## src/rtl/sdram_cmd_pkg.sv

```systemverilog
package sdram_cmd_pkg;

  typedef enum logic [2:0] {
    CMD_NOP,
    CMD_ACT,
    CMD_RD,
    CMD_WR,
    CMD_PRE,
    CMD_REF,
    CMD_MRS
  } cmd_t;

  function automatic int col_width(input int org);
    case (org)
      16:      return 8;
      8:       return 9;
      default: return 10;
    endcase
  endfunction

endpackage

```

## src/rtl/sdram_cmd_decode.sv

```systemverilog
module sdram_cmd_decode
  import sdram_cmd_pkg::*;
(
  input  logic cke,
  input  logic cs_n,
  input  logic ras_n,
  input  logic cas_n,
  input  logic we_n,
  output cmd_t cmd
);

  always_comb begin
    cmd = CMD_NOP;
    if (cke && !cs_n) begin
      case ({ras_n, cas_n, we_n})
        3'b011:  cmd = CMD_ACT;
        3'b101:  cmd = CMD_RD;
        3'b100:  cmd = CMD_WR;
        3'b010:  cmd = CMD_PRE;
        3'b001:  cmd = CMD_REF;
        3'b000:  cmd = CMD_MRS;
        default: cmd = CMD_NOP;
      endcase
    end
  end

endmodule

```

## src/rtl/sdram_bank_slot.sv

```systemverilog
module sdram_bank_slot #(
  parameter int ROW_W     = 11,
  parameter int BURST_LEN = 4
) (
  input  logic             clk,
  input  logic             rst,
  input  logic             tick,
  input  logic             act_hit,
  input  logic             ap_hit,
  input  logic             pre_hit,
  input  logic [ROW_W-1:0] row_in,
  output logic             active,
  output logic             busy,
  output logic [ROW_W-1:0] row
);

  localparam int CNT_W = (BURST_LEN > 1) ? $clog2(BURST_LEN) : 1;
  localparam logic [CNT_W-1:0] CNT_LOAD = CNT_W'(BURST_LEN - 1);

  logic [CNT_W-1:0] cnt;

  always_ff @(posedge clk) begin
    if (rst) begin
      active <= 1'b0;
      busy   <= 1'b0;
      cnt    <= '0;
      row    <= '0;
    end else if (pre_hit) begin
      active <= 1'b0;
      busy   <= 1'b0;
      cnt    <= '0;
    end else if (act_hit) begin
      active <= 1'b1;
      row    <= row_in;
    end else if (ap_hit) begin
      busy <= 1'b1;
      cnt  <= CNT_LOAD;
    end else if (busy && tick) begin
      if (cnt == '0) begin
        active <= 1'b0;
        busy   <= 1'b0;
      end else begin
        cnt <= cnt - 1'b1;
      end
    end
  end

endmodule

```

## src/rtl/sdram_cmd_ctrl.sv

```systemverilog
module sdram_cmd_ctrl
  import sdram_cmd_pkg::*;
#(
  parameter int ORG_WIDTH = 4,
  parameter int ADDR_W    = 11,
  parameter int BURST_LEN = 4,
  parameter int COL_W     = col_width(ORG_WIDTH)
) (
  input  logic                  clk,
  input  logic                  rst,
  input  logic                  cke,
  input  logic                  cs_n,
  input  logic                  ras_n,
  input  logic                  cas_n,
  input  logic                  we_n,
  input  logic [ADDR_W-1:0]     addr,
  input  logic                  ba,
  output logic                  act_o,
  output logic                  rd_o,
  output logic                  wr_o,
  output logic                  pre_o,
  output logic                  ref_o,
  output logic                  mrs_o,
  output logic                  illegal_o,
  output logic [ADDR_W-1:0]     row_o,
  output logic [COL_W-1:0]      col_o,
  output logic                  bank_o,
  output logic                  auto_pre_o,
  output logic                  pre_all_o,
  output logic [1:0]            bank_active_o,
  output logic [2*ADDR_W-1:0]   open_row_o
);

  localparam int NUM_BANKS = 2;
  localparam int FLAG_BIT  = ADDR_W - 1;

  cmd_t cmd;
  logic [NUM_BANKS-1:0] b_active, b_busy, act_hit, ap_hit, pre_hit;
  logic sel_active, sel_busy, is_access, bad, ok;

  sdram_cmd_decode u_decode (
    .cke   (cke),
    .cs_n  (cs_n),
    .ras_n (ras_n),
    .cas_n (cas_n),
    .we_n  (we_n),
    .cmd   (cmd)
  );

  assign sel_active = b_active[ba];
  assign sel_busy   = b_busy[ba];
  assign is_access  = (cmd == CMD_RD) || (cmd == CMD_WR);
  assign bad        = ((cmd == CMD_ACT) && sel_active) ||
                      (is_access && (!sel_active || sel_busy));
  assign ok         = !bad;

  for (genvar b = 0; b < NUM_BANKS; b++) begin : g_bank
    logic hit;
    assign hit        = (ba == 1'(b));
    assign act_hit[b] = (cmd == CMD_ACT) && ok && hit;
    assign ap_hit[b]  = is_access && ok && hit && addr[FLAG_BIT];
    assign pre_hit[b] = (cmd == CMD_PRE) && (addr[FLAG_BIT] || hit);

    sdram_bank_slot #(
      .ROW_W     (ADDR_W),
      .BURST_LEN (BURST_LEN)
    ) u_slot (
      .clk     (clk),
      .rst     (rst),
      .tick    (cke),
      .act_hit (act_hit[b]),
      .ap_hit  (ap_hit[b]),
      .pre_hit (pre_hit[b]),
      .row_in  (addr),
      .active  (b_active[b]),
      .busy    (b_busy[b]),
      .row     (open_row_o[b*ADDR_W +: ADDR_W])
    );
  end

  assign bank_active_o = b_active;

  always_ff @(posedge clk) begin
    if (rst) begin
      act_o      <= 1'b0;
      rd_o       <= 1'b0;
      wr_o       <= 1'b0;
      pre_o      <= 1'b0;
      ref_o      <= 1'b0;
      mrs_o      <= 1'b0;
      illegal_o  <= 1'b0;
      row_o      <= '0;
      col_o      <= '0;
      bank_o     <= 1'b0;
      auto_pre_o <= 1'b0;
      pre_all_o  <= 1'b0;
    end else begin
      act_o     <= (cmd == CMD_ACT) && ok;
      rd_o      <= (cmd == CMD_RD) && ok;
      wr_o      <= (cmd == CMD_WR) && ok;
      pre_o     <= (cmd == CMD_PRE);
      ref_o     <= (cmd == CMD_REF);
      mrs_o     <= (cmd == CMD_MRS);
      illegal_o <= bad;
      if (cmd != CMD_NOP && ok) begin
        bank_o     <= ba;
        auto_pre_o <= is_access && addr[FLAG_BIT];
        pre_all_o  <= (cmd == CMD_PRE) && addr[FLAG_BIT];
        if (cmd == CMD_ACT) row_o <= addr;
        if (is_access)      col_o <= addr[COL_W-1:0];
      end
    end
  end

endmodule

```

## config.mk

```make
export PLATFORM = sky130hd
export DESIGN_NAME = sdram_cmd_ctrl
export DESIGN_NICKNAME = d
export VERILOG_FILES = /design/src/rtl/sdram_cmd_pkg.sv /design/src/rtl/sdram_cmd_decode.sv /design/src/rtl/sdram_bank_slot.sv /design/src/rtl/sdram_cmd_ctrl.sv
export SDC_FILE = /design/constraint.sdc
export NUM_CORES = 1
export LEC_CHECK = 0
export ABC_AREA = 1
export CORE_AREA = 2 2 78 80
export CTS_CLUSTER_DIAMETER = 150
export DETAILED_ROUTE_END_ITERATION = 16
export DIE_AREA = 0 0 80 82
export PLACE_DENSITY = 0.81
export SLEW_MARGIN = 20
export SYNTH_ARGS = -nofsm -noshare
export SYNTH_HDL_FRONTEND = slang
export SYNTH_SLANG_ARGS = --single-unit
```

## constraint.sdc

```tcl
create_clock -name clk -period 3.44 [get_ports clk]
set_clock_uncertainty 0.2 [all_clocks]
set_input_delay 0.516 -clock clk [delete_from_list [all_inputs] [get_ports clk]]
set_output_delay 0.516 -clock clk [all_outputs]
set_load 0.005 [all_outputs]
```

==> impl_metrics.env <==
export IMPL_status="completed"
export IMPL_relSlewSlack=0.572
export IMPL_synth_area_top_cells="dfxtp_1 (49%), a21oi_1 (10%), nand2_1 (8.3%), inv_1 (5.7%), nand3_1 (5.0%)"
export IMPL_netlist_area_leader_share=0.492
export IMPL_place_congestion=0.852
export IMPL_criticalPathCategory="in -> reg"
export IMPL_clk_pin_slew_ns=0.07
export IMPL_cp_num_buf_inv=3
export IMPL_synthTopCellsByCount="dfxtp_1 (61), nand2_1 (55), a21oi_1 (50)"
export IMPL_placed_cells=455
export IMPL_synth_area_mux_share=0
export IMPL_die_x_um=80
export IMPL_syn_cell_area_um2=2480
export IMPL_grt_start_max_net_pins=31
export IMPL_path_cells="clkdlybuf4s50_1 > inv_4 > nand2_1 > nand2_1 > o21ai_2 > nand2_2 > inv_4 > nand3_4 > nand3_1 > nand2_1 > nand2_1 > nor2_1"
export IMPL_synthArstFlopShare=0
export IMPL_avgSynthCellArea_um2=7.71
export IMPL_htreeDepth=3
export IMPL_critPathSlowestCell="clkdlybuf4s50_1"
export IMPL_nets=412
export IMPL_cts_tree="done"
export IMPL_grt_pass1_wl_um=9270
export IMPL_pwr_share_comb=0.076
export IMPL_ys_seq_area_frac=0.492
export IMPL_gr_total_overflow=0
export IMPL_synth_top_family_by_area="simple AND/OR/NAND/NOR gates"
export IMPL_post_cts_buffers=0
export IMPL_whs_ns=0.243
export IMPL_antenna_found_initial=0
export IMPL_fin_crit_sh=0.772
export IMPL_instances_no_fill=471
export IMPL_synth_largest_area_cell="dfxtp_1"
export IMPL_via_per_inst=4.96
export IMPL_fp_dieH_um=82
export IMPL_routedWlPerCell_um=12.9
export IMPL_hp_class="reg -> reg"
export IMPL_num_antenna_cells=0
export IMPL_num_rows=28
export IMPL_cts_hold_buffers=0
export IMPL_preCtsSetupSlack_ns=0.457
export IMPL_drt_iter0_markers=99
export IMPL_portBuffers=73
export IMPL_grt_usage=0.187
export IMPL_ant_nets=0
export IMPL_rsz0062_at_grt="no"
export IMPL_start_kind="input port"
export IMPL_p_int_uw=1040
export IMPL_synth_most_common_cell="dfxtp_1"
export IMPL_tns_ns=0
export IMPL_place_hpwl_um=4330
export IMPL_yosys_area_share_simple=0.217
export IMPL_synth_cell_type_count=31
export IMPL_power_density_nw_per_um2=409
export IMPL_swShare=0.250
export IMPL_finalSetupViolations=0
export IMPL_n_fill_cell=517
export IMPL_ios=74
export IMPL_clockBufferDepth=2
export IMPL_p_seq_frac=0.519
export IMPL_p_total_uw=1390
export IMPL_routed_wl_um=6050
export IMPL_synthFlopType="dfxtp_1"
export IMPL_fmax_mhz=376
export IMPL_vias=2338
export IMPL_peakVddDrop_v=0.000277
export IMPL_path_common_cell="nand2_1"
export IMPL_synth_xor_area_frac=0
export IMPL_max_stage_delay_ns=0.70
export IMPL_layout_drive_gt1_share=0.0884
export IMPL_worst_slack_ns=0.783
export IMPL_core_area_um2=5750
export IMPL_crit_arrival_ns=2.69
export IMPL_cts_buffers=9
export IMPL_p_sw_uw=347
export IMPL_synthCells=322
export IMPL_final_hold_violation_count=0
export IMPL_crit_path_end_kind="register"
export IMPL_synthAdderAreaFrac=0.0101
export IMPL_leakagePower_uw=0.00122
export IMPL_p_clk_frac=0.404
export IMPL_die_area_um2=6560
export IMPL_initial_core_util=0.432
export IMPL_syn_num_nets=343
export IMPL_ys_warn_count=0
export IMPL_cts_resized_gates=0
export IMPL_min_period_ns=2.66
export IMPL_tightest_slew_ns=0.641
export IMPL_drv_slew=0
export IMPL_syn2layout_area_growth_pct=36.7
export IMPL_synth_compound_area_frac=0.170
export IMPL_ys_ff_latch=61
export IMPL_root_buffer="clkbuf_8"
export IMPL_clock_sinks=61
export IMPL_reg2reg_setup_slack_ns=1.32
export IMPL_grt_pass1_vias=2008
export IMPL_worstSkewPairLatency_ns=0.34
export IMPL_synth_edff_count=0
export IMPL_worstPathRequired_ns=3.48
export IMPL_cap_violations=0
export IMPL_crit_family="buffers and inverters"
export IMPL_drc=0
export IMPL_firstDrtPassIters=6
export IMPL_cp_max_fo=26
-- per-stage QoR --
stage          utilization  instance area [um^2]
4_1_cts              0.591                  3390
6_report             0.591                  3390
3_3_place_gp         0.560                  3220
2_1_floorplan            -                  2480
3_5_place_dp         0.560                  3220
5_1_grt              0.591                  3390
-- metal layers --
metal,routed length [um],vias up,share of wire,GRT usage
li1,-,1181,-,-
met1,2690,1073,0.44,0.244
met2,2860,70,0.47,0.282
met3,368,14,0.061,0.0615
met4,140,0,0.023,0.0847
met5,0,-,0,0
-- power groups by stage --
stage	combinational, uW	clock [uW]	sequential [uW]
floorplan	47.4	0	737
global placement	103	0	737
detailed placement	104	0	737
CTS	105	566	721
global route	115	606	722
finish	106	562	721
-- layout by cell type, fill, tap and decap left out, types with 3 or more instances in the layout --
master,instances
a21oi_1,50
clkbuf_8,10
clkdlybuf4s50_1,73
clkinv_2,3
dfxtp_1,61
inv_1,38
inv_2,4
nand2_1,55
nand3_1,25
nand4_1,3
nor2_1,19
o21ai_0,18
o21ai_1,10
-- worst paths after layout --
| path | start | to | cells past startpoint |
|---|---|---|---|
| worst max-delay path | ba | g_bank[1].u_slot.cnt[1] | 12 |
| worst min-delay path | g_bank[1].u_slot.row[9] | g_bank[1].u_slot.row[9] | 2 |
| worst max register to register | g_bank[1].u_slot.active | g_bank[1].u_slot.cnt[1] | 11 |
| worst min register to register | g_bank[1].u_slot.row[9] | g_bank[1].u_slot.row[9] | 2 |
-- cell families (layout without fill, tap and decap cells) --
family                     Yosys count  after routing
AOI/OAI and AO/OA                   82             82
adders and majority gates            2              2
buffers and inverters               61            135
DFF                                 61             61
and+or+nand+nor                    116            116
-- flip-flops by register name, summed over array words and instances (netlist names) --
name and cells:
act_o 1, auto_pre_o 1, bank_o 1, col_o 10, g_bank.u_slot.active 2, g_bank.u_slot.busy 2
g_bank.u_slot.cnt 4, g_bank.u_slot.row 22, illegal_o 1, mrs_o 1, pre_all_o 1, pre_o 1
rd_o 1, ref_o 1, row_o 11, wr_o 1
-- worst min-delay path, cell delays in order, from the launching register on --
cell     delay (ns)
dfxtp_1        0.31
inv_1          0.05
a21oi_1        0.05
-- cell type report --
class / count / area (um^2) / area share
Inverter: 44 / 170 / 0.0501
Timing Repair Buffer: 75 / 746 / 0.220
Multi-Input combinational cell: 200 / 986 / 0.291
Clock inverter: 6 / 38.8 / 0.0114
Tap cell: 75 / 93.8 / 0.0277
Sequential cell: 61 / 1220 / 0.360
Clock buffer: 10 / 138 / 0.0406
Power figures use the tool's default switching activity.
